## src/rtl/dclk_pkg.sv

```systemverilog
package dclk_pkg;

    localparam int BASE_LOG2 = 4;

    typedef enum logic [1:0] {
        CLK_EXT   = 2'b00,
        CLK_DIV_A = 2'b01,
        CLK_DIV_B = 2'b10,
        CLK_DIV_C = 2'b11
    } clk_mode_e;

    typedef enum logic [1:0] {
        PORT_DRIVE,
        PORT_HIZ,
        PORT_LOW
    } port_state_e;

    typedef struct packed {
        logic enc;
        logic dec;
    } strobe_t;

    function automatic int unsigned half_len(clk_mode_e m, int unsigned base_log2);
        if (m == CLK_EXT) return 0;
        return 32'd1 << (base_log2 - 1 + int'(m) - 1);
    endfunction

endpackage

```

## src/rtl/dclk_divider.sv

```systemverilog
module dclk_divider
    import dclk_pkg::*;
#(
    parameter int BASE_LOG2 = dclk_pkg::BASE_LOG2,
    localparam int CNT_W = BASE_LOG2 + 2
) (
    input  logic      clk,
    input  logic      rst,
    input  clk_mode_e mode_req,
    output clk_mode_e mode_act,
    output logic      div_clk,
    output logic      div_rise
);

    logic [CNT_W-1:0] cnt, cnt_nx, half_v, last_v;
    logic             div_clk_d;
    logic [CNT_W-1:0] hi_run;

    assign half_v = CNT_W'(half_len(mode_act, BASE_LOG2));
    assign last_v = CNT_W'(2 * half_len(mode_act, BASE_LOG2) - 1);
    assign cnt_nx = (cnt == last_v) ? '0 : cnt + 1'b1;

    always_ff @(posedge clk) begin
        if (rst) begin
            mode_act  <= mode_req;
            cnt       <= '0;
            div_clk   <= 1'b0;
            div_clk_d <= 1'b0;
        end else begin
            div_clk_d <= div_clk;
            if (mode_req != mode_act && !div_clk) begin
                mode_act <= mode_req;
                cnt      <= '0;
                div_clk  <= 1'b0;
            end else if (mode_act == CLK_EXT) begin
                cnt     <= '0;
                div_clk <= 1'b0;
            end else begin
                cnt     <= cnt_nx;
                div_clk <= (cnt_nx >= half_v);
            end
        end
    end

    assign div_rise = div_clk & ~div_clk_d;

    // Length of the current high phase, for the checks below
    always_ff @(posedge clk) begin
        if (rst)          hi_run <= '0;
        else if (div_clk) hi_run <= hi_run + 1'b1;
        else              hi_run <= '0;
    end

    assert_rise_single_R4: assert property (@(posedge clk) disable iff (rst)
        div_rise |=> !div_rise);

    assert_switch_low_R7: assert property (@(posedge clk) disable iff (rst)
        (mode_act != $past(mode_act)) |-> !$past(div_clk));

    assert_full_high_R7: assert property (@(posedge clk) disable iff (rst)
        $fell(div_clk) |-> (hi_run == half_v));

endmodule

```

## src/rtl/dclk_sync.sv

```systemverilog
module dclk_sync #(
    parameter int WIDTH  = 1,
    parameter int STAGES = 2
) (
    input  logic             clk,
    input  logic             rst,
    input  logic [WIDTH-1:0] din,
    output logic [WIDTH-1:0] lvl
);

    logic [STAGES-1:0][WIDTH-1:0] sh;

    always_ff @(posedge clk) begin
        if (rst) sh <= '0;
        else     sh <= {sh[STAGES-2:0], din};
    end

    assign lvl = sh[STAGES-1];

endmodule

```

## src/rtl/dclk_edge.sv

```systemverilog
module dclk_edge #(
    parameter int WIDTH = 2
) (
    input  logic             clk,
    input  logic             rst,
    input  logic [WIDTH-1:0] lvl,
    output logic [WIDTH-1:0] rise
);

    logic [WIDTH-1:0] prev;

    always_ff @(posedge clk) begin
        if (rst) prev <= '0;
        else     prev <= lvl;
    end

    for (genvar g = 0; g < WIDTH; g++) begin : g_ch
        assign rise[g] = lvl[g] & ~prev[g];

        assert_edge_single_R5: assert property (@(posedge clk) disable iff (rst)
            rise[g] |=> !rise[g]);
    end

endmodule

```

## src/rtl/dclk_out_ctrl.sv

```systemverilog
module dclk_out_ctrl
    import dclk_pkg::*;
(
    input  logic data_en,
    input  logic psave_n,
    input  logic enc_bit,
    output logic ser_out,
    output logic ser_oe
);

    port_state_e st;

    always_comb begin
        if (!psave_n)     st = PORT_LOW;
        else if (data_en) st = PORT_DRIVE;
        else              st = PORT_HIZ;
    end

    always_comb begin
        unique case (st)
            PORT_DRIVE: begin ser_oe = 1'b1; ser_out = enc_bit; end
            PORT_LOW:   begin ser_oe = 1'b1; ser_out = 1'b0;    end
            default:    begin ser_oe = 1'b0; ser_out = 1'b0;    end
        endcase
    end

endmodule

```

## src/rtl/dclk_port_ctrl.sv

```systemverilog
module dclk_port_ctrl
    import dclk_pkg::*;
#(
    parameter int BASE_LOG2   = dclk_pkg::BASE_LOG2,
    parameter int SYNC_STAGES = 2
) (
    input  logic       clk,
    input  logic       rst,
    input  logic [1:0] mode_sel,
    input  logic       enc_clk_in,
    input  logic       dec_clk_in,
    output logic       enc_clk_out,
    output logic       dec_clk_out,
    output logic       clk_port_oe,
    output logic       enc_strobe,
    output logic       dec_strobe,
    input  logic       dec_data_in,
    output logic       dec_bit,
    input  logic       enc_bit,
    input  logic       data_en,
    input  logic       psave_n,
    output logic       ser_out,
    output logic       ser_oe
);

    clk_mode_e  mode_req, mode_act;
    logic       div_clk, div_rise;
    logic [1:0] ext_lvl, ext_rise;
    logic       data_lvl;
    strobe_t    stb;

    assign mode_req = clk_mode_e'(mode_sel);

    dclk_divider #(.BASE_LOG2(BASE_LOG2)) u_div (
        .clk(clk), .rst(rst), .mode_req(mode_req),
        .mode_act(mode_act), .div_clk(div_clk), .div_rise(div_rise)
    );

    dclk_sync #(.WIDTH(2), .STAGES(SYNC_STAGES)) u_clk_sync (
        .clk(clk), .rst(rst), .din({dec_clk_in, enc_clk_in}), .lvl(ext_lvl)
    );

    dclk_edge #(.WIDTH(2)) u_clk_edge (
        .clk(clk), .rst(rst), .lvl(ext_lvl), .rise(ext_rise)
    );

    dclk_sync #(.WIDTH(1), .STAGES(SYNC_STAGES)) u_data_sync (
        .clk(clk), .rst(rst), .din(dec_data_in), .lvl(data_lvl)
    );

    dclk_out_ctrl u_out (
        .data_en(data_en), .psave_n(psave_n), .enc_bit(enc_bit),
        .ser_out(ser_out), .ser_oe(ser_oe)
    );

    always_comb begin
        if (mode_act == CLK_EXT) begin
            stb.enc = ext_rise[0];
            stb.dec = ext_rise[1];
        end else begin
            stb.enc = div_rise;
            stb.dec = div_rise;
        end
    end

    assign clk_port_oe = (mode_act != CLK_EXT);
    assign enc_clk_out = div_clk;
    assign dec_clk_out = div_clk;
    assign enc_strobe  = stb.enc;
    assign dec_strobe  = stb.dec;

    always_ff @(posedge clk) begin
        if (rst)          dec_bit <= 1'b0;
        else if (stb.dec) dec_bit <= data_lvl;
    end

    assert_ext_quiet_R2: assert property (@(posedge clk) disable iff (rst)
        !clk_port_oe |-> (!enc_clk_out && !dec_clk_out));

    assert_shared_strobe_R4: assert property (@(posedge clk) disable iff (rst)
        clk_port_oe |-> (enc_strobe == dec_strobe));

    assert_bit_hold_R6: assert property (@(posedge clk) disable iff (rst)
        !dec_strobe |=> $stable(dec_bit));

    assert_lowpower_R10: assert property (@(posedge clk) disable iff (rst)
        !psave_n |-> (ser_oe && !ser_out));

endmodule

```

## config.mk

```make
export PLATFORM = sky130hd
export DESIGN_NAME = dclk_port_ctrl
export DESIGN_NICKNAME = d
export VERILOG_FILES = /design/src/rtl/dclk_pkg.sv /design/src/rtl/dclk_divider.sv /design/src/rtl/dclk_sync.sv /design/src/rtl/dclk_edge.sv /design/src/rtl/dclk_out_ctrl.sv /design/src/rtl/dclk_port_ctrl.sv
export SDC_FILE = /design/constraint.sdc
export NUM_CORES = 1
export LEC_CHECK = 0
export CORE_ASPECT_RATIO = 0.9
export CORE_MARGIN = 4
export CORE_UTILIZATION = 35
export DETAILED_ROUTE_END_ITERATION = 10
export PLACE_DENSITY_LB_ADDON = 0.12
export SYNTH_ARGS = -nofsm -noshare
export SYNTH_HDL_FRONTEND = slang
export SYNTH_HIERARCHICAL = 1
export SYNTH_SLANG_ARGS = --single-unit
```

## constraint.sdc

```tcl
create_clock -name clk -period 2.3 [get_ports clk]
set_clock_uncertainty 0.05 [all_clocks]
set_input_delay 0.46 -clock clk [delete_from_list [all_inputs] [get_ports clk]]
set_output_delay 0.46 -clock clk [all_outputs]
set_load 0.005 [all_outputs]
```

# == Word level (Yosys, flattened, before mapping) ==
# Cells that the tools add are included.
# Widths: inputs -> output; s select.
# word_totals
word_cells,43
in_bits,10
register_bits,19
out_inout_bits,8
# classes
n_shift,1
eq_ne,3
n_bitwise,6
reduce_logical,8
n_mux,10
order_cmp,1
addsub,4
# ops
op,count
$shl 1x32->6 const A,1
$sub 32x1->32 const B,1
$mux 6,2
$mux 2,4
$add 6x1->6 const B,1
$eq 6x6->1,1
$ge 6x6->1,1
$sub 6x1->6 const B,1
$logic_not 2->1,2
$mux 1,4
$reduce_bool 2->1,2
$add 2x2->3 const A,1
$and 1x1->1,3
$not 1->1,3
$reduce_or 3->1,1
$eq 2x2->1 const B,1
$ne 2x2->1,1
$reduce_or 2->1,1
$logic_and 1x1->1,1
$logic_not 1->1,1

# == Longest topological paths before layout ==
# Gate-level depths: netlist of run 1.
# logic_depth
ltp_word,8
depth_mapped,10

# == By module ==
# The synthesis of run 1 kept the hierarchy.
# by_module_without_submodules
mod,instances,cells_per_inst,area_each_um2,seq_area_each_um2
dclk_divider,1,75,690.7,220.2
dclk_sync (u_clk_sync),1,10,120.1,80.1
dclk_port_ctrl,1,12,88.8,20.0
dclk_edge,1,6,70.1,40.0
dclk_sync (u_data_sync),1,4,52.6,40.0
dclk_out_ctrl,1,2,12.5,0.0

# == Worst setup path before layout of run 1 ==
# No wires, ideal clock.
# synth_timing
path_type,reg-to-reg
startpoint,register u_div.mode_act[1]
endpoint,register u_div.div_clk
t_arrival_ps,2269
slack_ps,-94
path_buffers,0
period_less_slack_ps,2394
path_stages_with_launch,11
cell_sequence,edfxtp_1 -> inv_1 -> ha_1 -> xnor2_1 -> nor3_1 -> and2_2 -> nor2_1 -> ha_1 -> nand4_1 -> or2_2 -> a31oi_1
# synth_between
elab_chain_len,8
elab_cells_between_ends,13
cone_classes,add/sub: 3; order compare: 1; eq/ne: 2; shift: 1; mux: 3; reduce/logical: 3
# synth_lines
item,line_no,rtl
start: declaration,dclk_divider.sv:10,"output clk_mode_e mode_act,"
start signal: assignment,dclk_divider.sv:25,mode_act <= mode_req;
start signal: assignment,dclk_divider.sv:32,mode_act <= mode_req;
$add 2x2->3,dclk_pkg.sv:25,return 32'd1 << (base_log2 - 1 + int'(m) - 1);
$sub 32x1->32,dclk_pkg.sv:25,
$shl 1x32->6,dclk_pkg.sv:25,
$mux 6 *,dclk_pkg.sv:25,
$sub 6x1->6 *,dclk_divider.sv:20,"assign last_v = CNT_W'(2 * half_len(mode_act, BASE_LOG2) - 1);"
$eq 6x6->1 *,dclk_divider.sv:21,assign cnt_nx = (cnt == last_v) ? '0 : cnt + 1'b1;
$mux 6 *,dclk_divider.sv:21,
net u_div.cnt_nx[4],dclk_divider.sv:15,"logic [CNT_W-1:0] cnt, cnt_nx, half_v, last_v;"
$ge 6x6->1 *,dclk_divider.sv:40,div_clk <= (cnt_nx >= half_v);
end signal: assignment,dclk_divider.sv:40,
end: declaration,dclk_divider.sv:11,"output logic div_clk,"
# The timed path passes the listed nets; every way through them passes the cells marked *.
# A chain may end at the register's enable or synchronous reset.

# == Worst setup path after layout of run 1 ==
# Same ends and word-level chain as after synthesis.

==> metrics.md, run 1 <==
| Metric | Value |
|---|---|
| Critical Path RT | 2.49 ns |
| Violated checks | setup timing |
| Area of the multi-input gates | 616 um2 |
| Drc violations | 0 |
| Dpl hpwl | 1490 um |
| Register area | 400 um2 |
| Worst vdd ir | 0.398 mV |
| CP dominant cell by count | ha_1 |
| WL final | 1890 um |
| Leading area contributor after synthesis | dfxtp_1 |
| Fin crit share | 1.00 |
| Total number of vias | 770 |
| Dpl cells | 167 |
| Longest Clk Path Bufs | 2 |
| Max-cap viol count | 0 |
| Core Region | 0.00279 mm2 |
| Vias in the first global route | 775 |
| Synth Area in Adders | 0.145 |
| Post-DRT Antenna Nets | 0 |
| PortBufs | 17 |
| Main combinational cell family by area after synthesis | simple AND/OR/NAND/NOR gates |
| TritonCTS buffer count | 3 |
| Detailed Routing Iterations Pass 1 | 3 |
| Final Power | 0.000681 W |
| Die Area | 0.00389 mm2 |
| Initial Utilization | 0.371 |
| Met2 usage | 0.193 |
| GRT busiest layer | met2 |
| Synthesized area | 0.00103 mm2 |
| Diode count | 0 |
| Count of final hold-check violations | 0 |
| Num Clock Sinks | 19 |
| I/O pin cnt | 18 |
| Worst hold path type | reg -> reg |
| Share of layout cells above drive strength 1 | 0.252 |
| CP top delay family | simple AND/OR/NAND/NOR gates |
| Clock transition at the registers of the reported paths | 0.11 ns |
| Final Max Tran Viols | 0 |
| Htree depth | 1 |
| Critical Setup Path Class | reg -> reg |
| Avg WL per Cell | 10.8 um |
| Die X | 65.3 um |
| Root Buffer | clkbuf_4 |
| Rows | 18 |
| Final Core Density | 0.491 |
| Crit-path max FO | 5 |
| Synth top area share | 0.329 |
| Final Setup Violations | 1 |
| RSZ-0062 raised after global routing | true |
| Fmax | 434 MHz |
| Cell Count, Final, Fillers Out | 175 |
| Pwr per Cell Area | 496 mW/mm2 |
| Avg Inst Size Synth | 9.49 um2 |
| Synth warn | 6 |
| Sequential area share after synthesis | 0.387 |
| Pre-CTS WS | 0.0392 ns |
| Ys async rst share | 0 |
| Syn nets | 131 |
| CP Launch Type | flop |
| Slowest-stage cell, CP | edfxtp_1 |
| Post-Synth Simple-Gate Area | 0.260 |
| Min cycle time layout | 2.30 ns |
| First-pass GRT wire length | 3300 um |
| Starting DRT DRC Count | 17 |
| Vias per cell | 4.40 |
| Die height | 59.6 um |
| Worst path buffer plus inverter count | 1 |
| Nets | 158 |
| Critical path data arrival time | 2.49 ns |
| Gpl congestion | 0.765 |
| Multiplexer share of the synthesized area | 0.00967 |
| GRT Residual Overflow | 0 |
| Largest net degree at the start of global routing | 13 |
| Most frequent cell after synthesis | dfxtp_1 |
| Outcome | complete, but fails checks |
| Initial antenna violation count | 0 |
| CTS tree | built |
| Layout area overhead | 32.6% |
| Synth top area cells | dfxtp_1, ha_1, nor2b_1 |
| GRT met1 Usage | 0.132 |
| Main flop type after synthesis | dfxtp_1 |
| CP Cell Sequence | buf_6 -> ha_1 -> nor3b_4 -> xor2_1 -> and2_4 -> nor2_1 -> ha_1 -> nand4_1 -> or2_4 -> a31oi_1 |
| Post-CTS Hold Fix Bufs | 0 |
| Leak | 0.600 nW |
| Distinct cells, synth | 29 |
| Compound-Gate Fraction of Synth Area | 0.0641 |
| Post-synth EDFFs | 2 |
| Post-synthesis sequential element count | 19 |
| Met3 Use GR | 0.0436 |
| Final WS setup | -0.00466 ns |
| Clk_lat worst skew | 0.30 ns |
| Critical Path Max Stage Delay | 0.48 ns |
| Fin Setup TNS | -0.00466 ns |
| XOR/XNOR Fraction of Synth Area | 0.0762 |
| Gate count of the mapped netlist | 109 |
| Post-synth top cells | dfxtp_1, ha_1, nor2b_1 |
| Fillers | 289 |
| Worst setup EP type | flop |
| Total track usage | 0.112 |
==> area by class of cell <==
| cell class | instances | area share |
|---|---|---|
| Multi-Input combinational cell | 78 | 0.448 |
| Sequential cell | 19 | 0.292 |
| Timing Repair Buffer | 26 | 0.180 |
| Tap cell | 40 | 0.0365 |
| Inverter | 8 | 0.0219 |
| Clock buffer | 3 | 0.0164 |
| Clock inverter | 1 | 0.00456 |
==> path summary, 6_finish.rpt <==
check,startpoint,slack [ns],to,depth (start not counted)
setup / recovery,u_div/mode_act[1],-0.005,u_div/div_clk,10
hold / removal,u_data_sync/sh[0],0.40,u_data_sync/lvl,1
setup reg to reg,u_div/mode_act[1],-0.005,u_div/div_clk,10
hold reg to reg,u_data_sync/sh[0],0.40,u_data_sync/lvl,1
==> metal layers <==
metal | vias up | routed length, um
li1 | 400 | -
met1 | 354 | 927
met2 | 14 | 847
met3 | 2 | 95
met4 | 0 | 19
met5 | - | 0
==> what timing repair did <==
item,CTS,global route
pin swaps,1,5
resized for setup,1,4
setup endpoints to repair,2,3
buffers inserted,2,2
==> report_power, final <==
part	leakage (nW)	switching, W	internal [W]
Sequential	0.159	0.00000924	0.000347
Clock	0.0183	0.000109	0.0000673
Combinational	0.422	0.0000652	0.0000831
==> cells in the final DEF (no fill, tap or decap), types with 3 or more instances in the layout <==
| cell | n |
|---|---|
| nor2b_1 | 10 |
| a21oi_1 | 3 |
| clkbuf_4 | 3 |
| nand3_1 | 3 |
| nor2_1 | 8 |
| nand2b_1 | 4 |
| clkdlybuf4s50_1 | 16 |
| dfxtp_1 | 17 |
| nor2_2 | 6 |
| ha_1 | 11 |
| inv_1 | 6 |
| or2_2 | 3 |
| buf_4 | 7 |
| xor2_1 | 3 |
| xnor2_1 | 6 |
| nand2_1 | 4 |
==> kinds of logic (layout without fill, tap and decap cells) <==
group,Yosys count,count (layout)
buf+inv,12,38
simple gates,47,47
mux,1,1
fa+ha+maj,12,12
other cells,1,1
flops,19,19
xor+xnor,9,9
compound gates,8,8
==> stage by stage <==
step | instance area [um2] | hold slack [ns]
floorplan | 1060 | 0.364
global placement | 1290 | 0.371
detailed placement | 1290 | 0.377
CTS | 1340 | 0.407
global route | 1370 | 0.421
finish | 1370 | 0.399
==> state kept, by name (all words and copies together) (netlist names) <==
name	flops
u_div/cnt	6
u_clk_edge/prev	2
u_clk_sync/lvl	2
u_clk_sync/sh	2
u_div/mode_act	2
dec_bit	1
u_data_sync/lvl	1
u_data_sync/sh	1
u_div/div_clk	1
u_div/div_clk_d	1
Note: power is estimated with default switching activity, not from simulation.
==> inputs of run 2 (changes only) <==
- SYNTH_HIERARCHICAL: 1 -> default
==> run 2 against run 1 <==
Against the previous run:
- the flow still finishes with violations (setup timing)
- register-to-register slack got worse by 0.17 ns
- sequential share of layout area fell by 1.3 points
- power decreased by 1.5%
- core utilization increased by 2.7 points
- area after synthesis shrank 1.2%
- combinational power increased by 3%
- first-iteration DRC count down 18%
- maximum frequency down 6.8%
==> metrics.md, run 2 <==
| Metric | Value |
|---|---|
| Sequential area share after synthesis | 0.392 (was 0.387) |
| Ys async rst share | 0 (unchanged) |
| Hold_ws | 0.400 ns (was 0.399 ns) |
| Longest Clk Path Bufs | 2 (unchanged) |
| PortBufs | 17 (unchanged) |
| Pwr per Cell Area | 467 mW/mm2 (was 496 mW/mm2) |
| Hold Path Depth | 1 (unchanged) |
| Clock transition at the registers of the reported paths | 0.10 ns (was 0.11 ns) |
| Violated checks | setup timing (unchanged) |
| I/O pin cnt | 18 (unchanged) |
| Final Max Tran Viols | 0 (unchanged) |
| Total track usage | 0.111 (was 0.112) |
| Worst hold path type | reg -> reg (unchanged) |
| Detailed Routing Iterations Pass 1 | 6 (was 3) |
| Gate count of the mapped netlist | 105 (was 109) |
| Fin crit share | 1.08 (was 1.00) |
| Final Setup Violations | 1 (unchanged) |
| Die height | 59.3 um (was 59.6 um) |
| Die X | 65.0 um (was 65.3 um) |
| Distinct cells, synth | 27 (was 29) |
| Worst setup EP type | flop (unchanged) |
| WL final | 1890 um (unchanged) |
| Critical Path RT | 2.46 ns (was 2.49 ns) |
| Area of the multi-input gates | 658 um2 (was 616 um2) |
| TritonCTS buffer count | 3 (unchanged) |
| Crit-path max FO | 4 (was 5) |
| Dpl hpwl | 1470 um (was 1490 um) |
| Worst r2r dst | u_div.div_clk (was u_div/div_clk) |
| R2R Path Start | u_div.mode_act[0] (was u_div/mode_act[1]) |
| Diode count | 0 (unchanged) |
| Starting DRT DRC Count | 14 (was 17) |
| Syn nets | 129 (was 131) |
| Total number of vias | 754 (was 770) |
| Max-cap viol count | 0 (unchanged) |
| Commonest non-fill, non-tap cell in the layout | dfxtp_1 (unchanged) |
| Fillers | 267 (was 289) |
| Main flop type after synthesis | dfxtp_1 (unchanged) |
| R2R Setup Slk | -0.17 ns (was -0.005 ns) |
| Synthesized area | 0.00102 mm2 (was 0.00103 mm2) |
| Crit path capture | u_div.div_clk (was u_div/div_clk) |
| Post-synth EDFFs | 2 (unchanged) |
| Share of layout cells above drive strength 1 | 0.268 (was 0.252) |
| Layout area overhead | 40.6% (was 32.6%) |
| Worst vdd ir | 0.311 mV (was 0.398 mV) |
| Initial Utilization | 0.369 (was 0.371) |
| Count of final hold-check violations | 0 (unchanged) |
| Core Region | 0.00277 mm2 (was 0.00279 mm2) |
| Synth top area cells | dfxtp_1, ha_1, nor2b_1 (unchanged) |
| Gpl congestion | 0.770 (was 0.765) |
| Vias per cell | 4.24 (was 4.40) |
| Cell Count, Final, Fillers Out | 178 (was 175) |
| Min cycle time layout | 2.47 ns (was 2.30 ns) |
| Leading area contributor after synthesis | dfxtp_1 (unchanged) |
| Commonest cells after routing, fill and taps aside | dfxtp_1, clkdlybuf4s50_1, buf_4, nor2_1 (was dfxtp_1, clkdlybuf4s50_1, ha_1, nor2b_1, nor2_1) |
| Final Instance Area | 0.00144 mm2 (was 0.00137 mm2) |
| Avg WL per Cell | 10.6 um (was 10.8 um) |
| Synth warn | 0 (was 6) |
| Drc violations | 0 (unchanged) |
| Avg Inst Size Synth | 9.74 um2 (was 9.49 um2) |
| CP Launch Type | flop (unchanged) |
| Htree depth | 1 (unchanged) |
| Fmax | 404 MHz (was 434 MHz) |
| GRT Residual Overflow | 0 (unchanged) |
| Most frequent cell after synthesis | dfxtp_1 (unchanged) |
| Leak | 0.644 nW (was 0.600 nW) |
| Rows | 18 (unchanged) |
| Synth top area share | 0.333 (was 0.329) |
| Critical Setup Path Class | reg -> reg (unchanged) |
| Post-synth top cells | dfxtp_1, ha_1, nor2_1 (was dfxtp_1, ha_1, nor2b_1) |
| Max reg flops | 6 (unchanged) |
| First-pass GRT wire length | 3290 um (was 3300 um) |
| Vias in the first global route | 776 (was 775) |
| Reg2Reg Depth | 13 (was 10) |
| Post-synthesis sequential element count | 19 (unchanged) |
| Root Buffer | clkbuf_4 (unchanged) |
| Clk_lat worst skew | 0.28 ns (was 0.30 ns) |
| Num Clock Sinks | 19 (unchanged) |
| CTS tree | built (unchanged) |
| Post-DRT Antenna Nets | 0 (unchanged) |
| Largest net degree at the start of global routing | 13 (unchanged) |
| Critical path data arrival time | 2.63 ns (was 2.49 ns) |
| Outcome | complete, but fails checks (unchanged) |
| Crit. Startpoint | u_div.mode_act[0] (was u_div/mode_act[1]) |
| Final WS setup | -0.173 ns (was -0.00466 ns) |
| Dpl cells | 170 (was 167) |
| Nets | 163 (was 158) |
| Dpl cell area | 0.00137 mm2 (was 0.00129 mm2) |
| Register area | 400 um2 (unchanged) |
| Initial antenna violation count | 0 (unchanged) |
| RSZ-0062 raised after global routing | true (unchanged) |
| Top reg by flops | u_div.cnt (was u_div/cnt) |
| Die Area | 0.00385 mm2 (was 0.00389 mm2) |
==> run 2: per-stage QoR <==
stage,setup TNS [ns],power (W),setup slack [ns],util
after floorplan,-0.301,0.000444,-0.301,-
after global placement,-0.140,0.000506,-0.140,0.493
after detailed placement,-0.200,0.000507,-0.200,0.493
after CTS,-0.285,0.000680,-0.285,0.514
after global routing,-0.371,0.000709,-0.371,0.519
final,-0.173,0.000671,-0.173,0.519
==> run 2: layout make-up <==
type	instances	area share
clock buffers	4	0.0183
inverters	7	0.0183
multi-input cells	76	0.458
flip-flops and latches	19	0.279
well taps	40	0.0348
repair buffers	32	0.192
==> run 2: worst max-delay path, stage by stage, from the launching register on <==
cell and delay (ns):
edfxtp_1 0.40, inv_2 0.09, ha_4 0.17, nand3b_4 0.16, ha_4 0.27, xor2_1 0.13, nand2_1 0.10, nor3_4 0.22
nor2b_2 0.08, ha_1 0.27, o21ai_1 0.05, o21ai_1 0.12, o211ai_1 0.09, a211oi_1 0.20
==> run 2: worst min path at each step <==
stage	start	end	slack, ns
floorplan	u_clk_sync.sh[0]	u_clk_sync.lvl[0]	0.36
CTS	u_clk_sync.sh[1]	u_clk_sync.lvl[1]	0.41
detailed placement	u_data_sync.sh[0]	u_data_sync.lvl	0.38
global placement	u_clk_sync.sh[0]	u_clk_sync.lvl[0]	0.37
finish	u_data_sync.sh[0]	u_data_sync.lvl	0.40
global route	u_clk_sync.sh[0]	u_clk_sync.lvl[0]	0.43
==> run 2: repair_timing <==
item | in CTS | in global routing
gates resized for setup | 13 | 3
endpoints found under the setup margin | 3 | 2
hold buffers | 0 | 0
pin swaps | 9 | 5
setup buffers | 3 | 2
==> run 2: kinds of logic after synthesis <==
logic type,share of synthesized area
compound gates,0.0453
xor+xnor,0.102
fa+ha+maj,0.171
buf+inv,0.0404
flops,0.392
mux,0.00979
other cells,0.00367
simple gates,0.236
==> run 2: where the power goes <==
group | switching, W | total (W) | internal [W]
clock network | 0.0000955 | 0.000163 | 0.0000673
logic | 0.0000654 | 0.000153 | 0.0000875
registers | 0.00000791 | 0.000355 | 0.000347
total | 0.000169 | 0.000671 | 0.000502
==> run 2: layer usage <==
layer | vias to the layer above | GRT usage | part of all wire
met5 | - | 0 | 0
li1 | 406 | - | -
met2 | 16 | 0.187 | 0.47
met3 | 2 | 0.0398 | 0.042
met1 | 330 | 0.138 | 0.48
met4 | 0 | 0.0241 | 0.0069
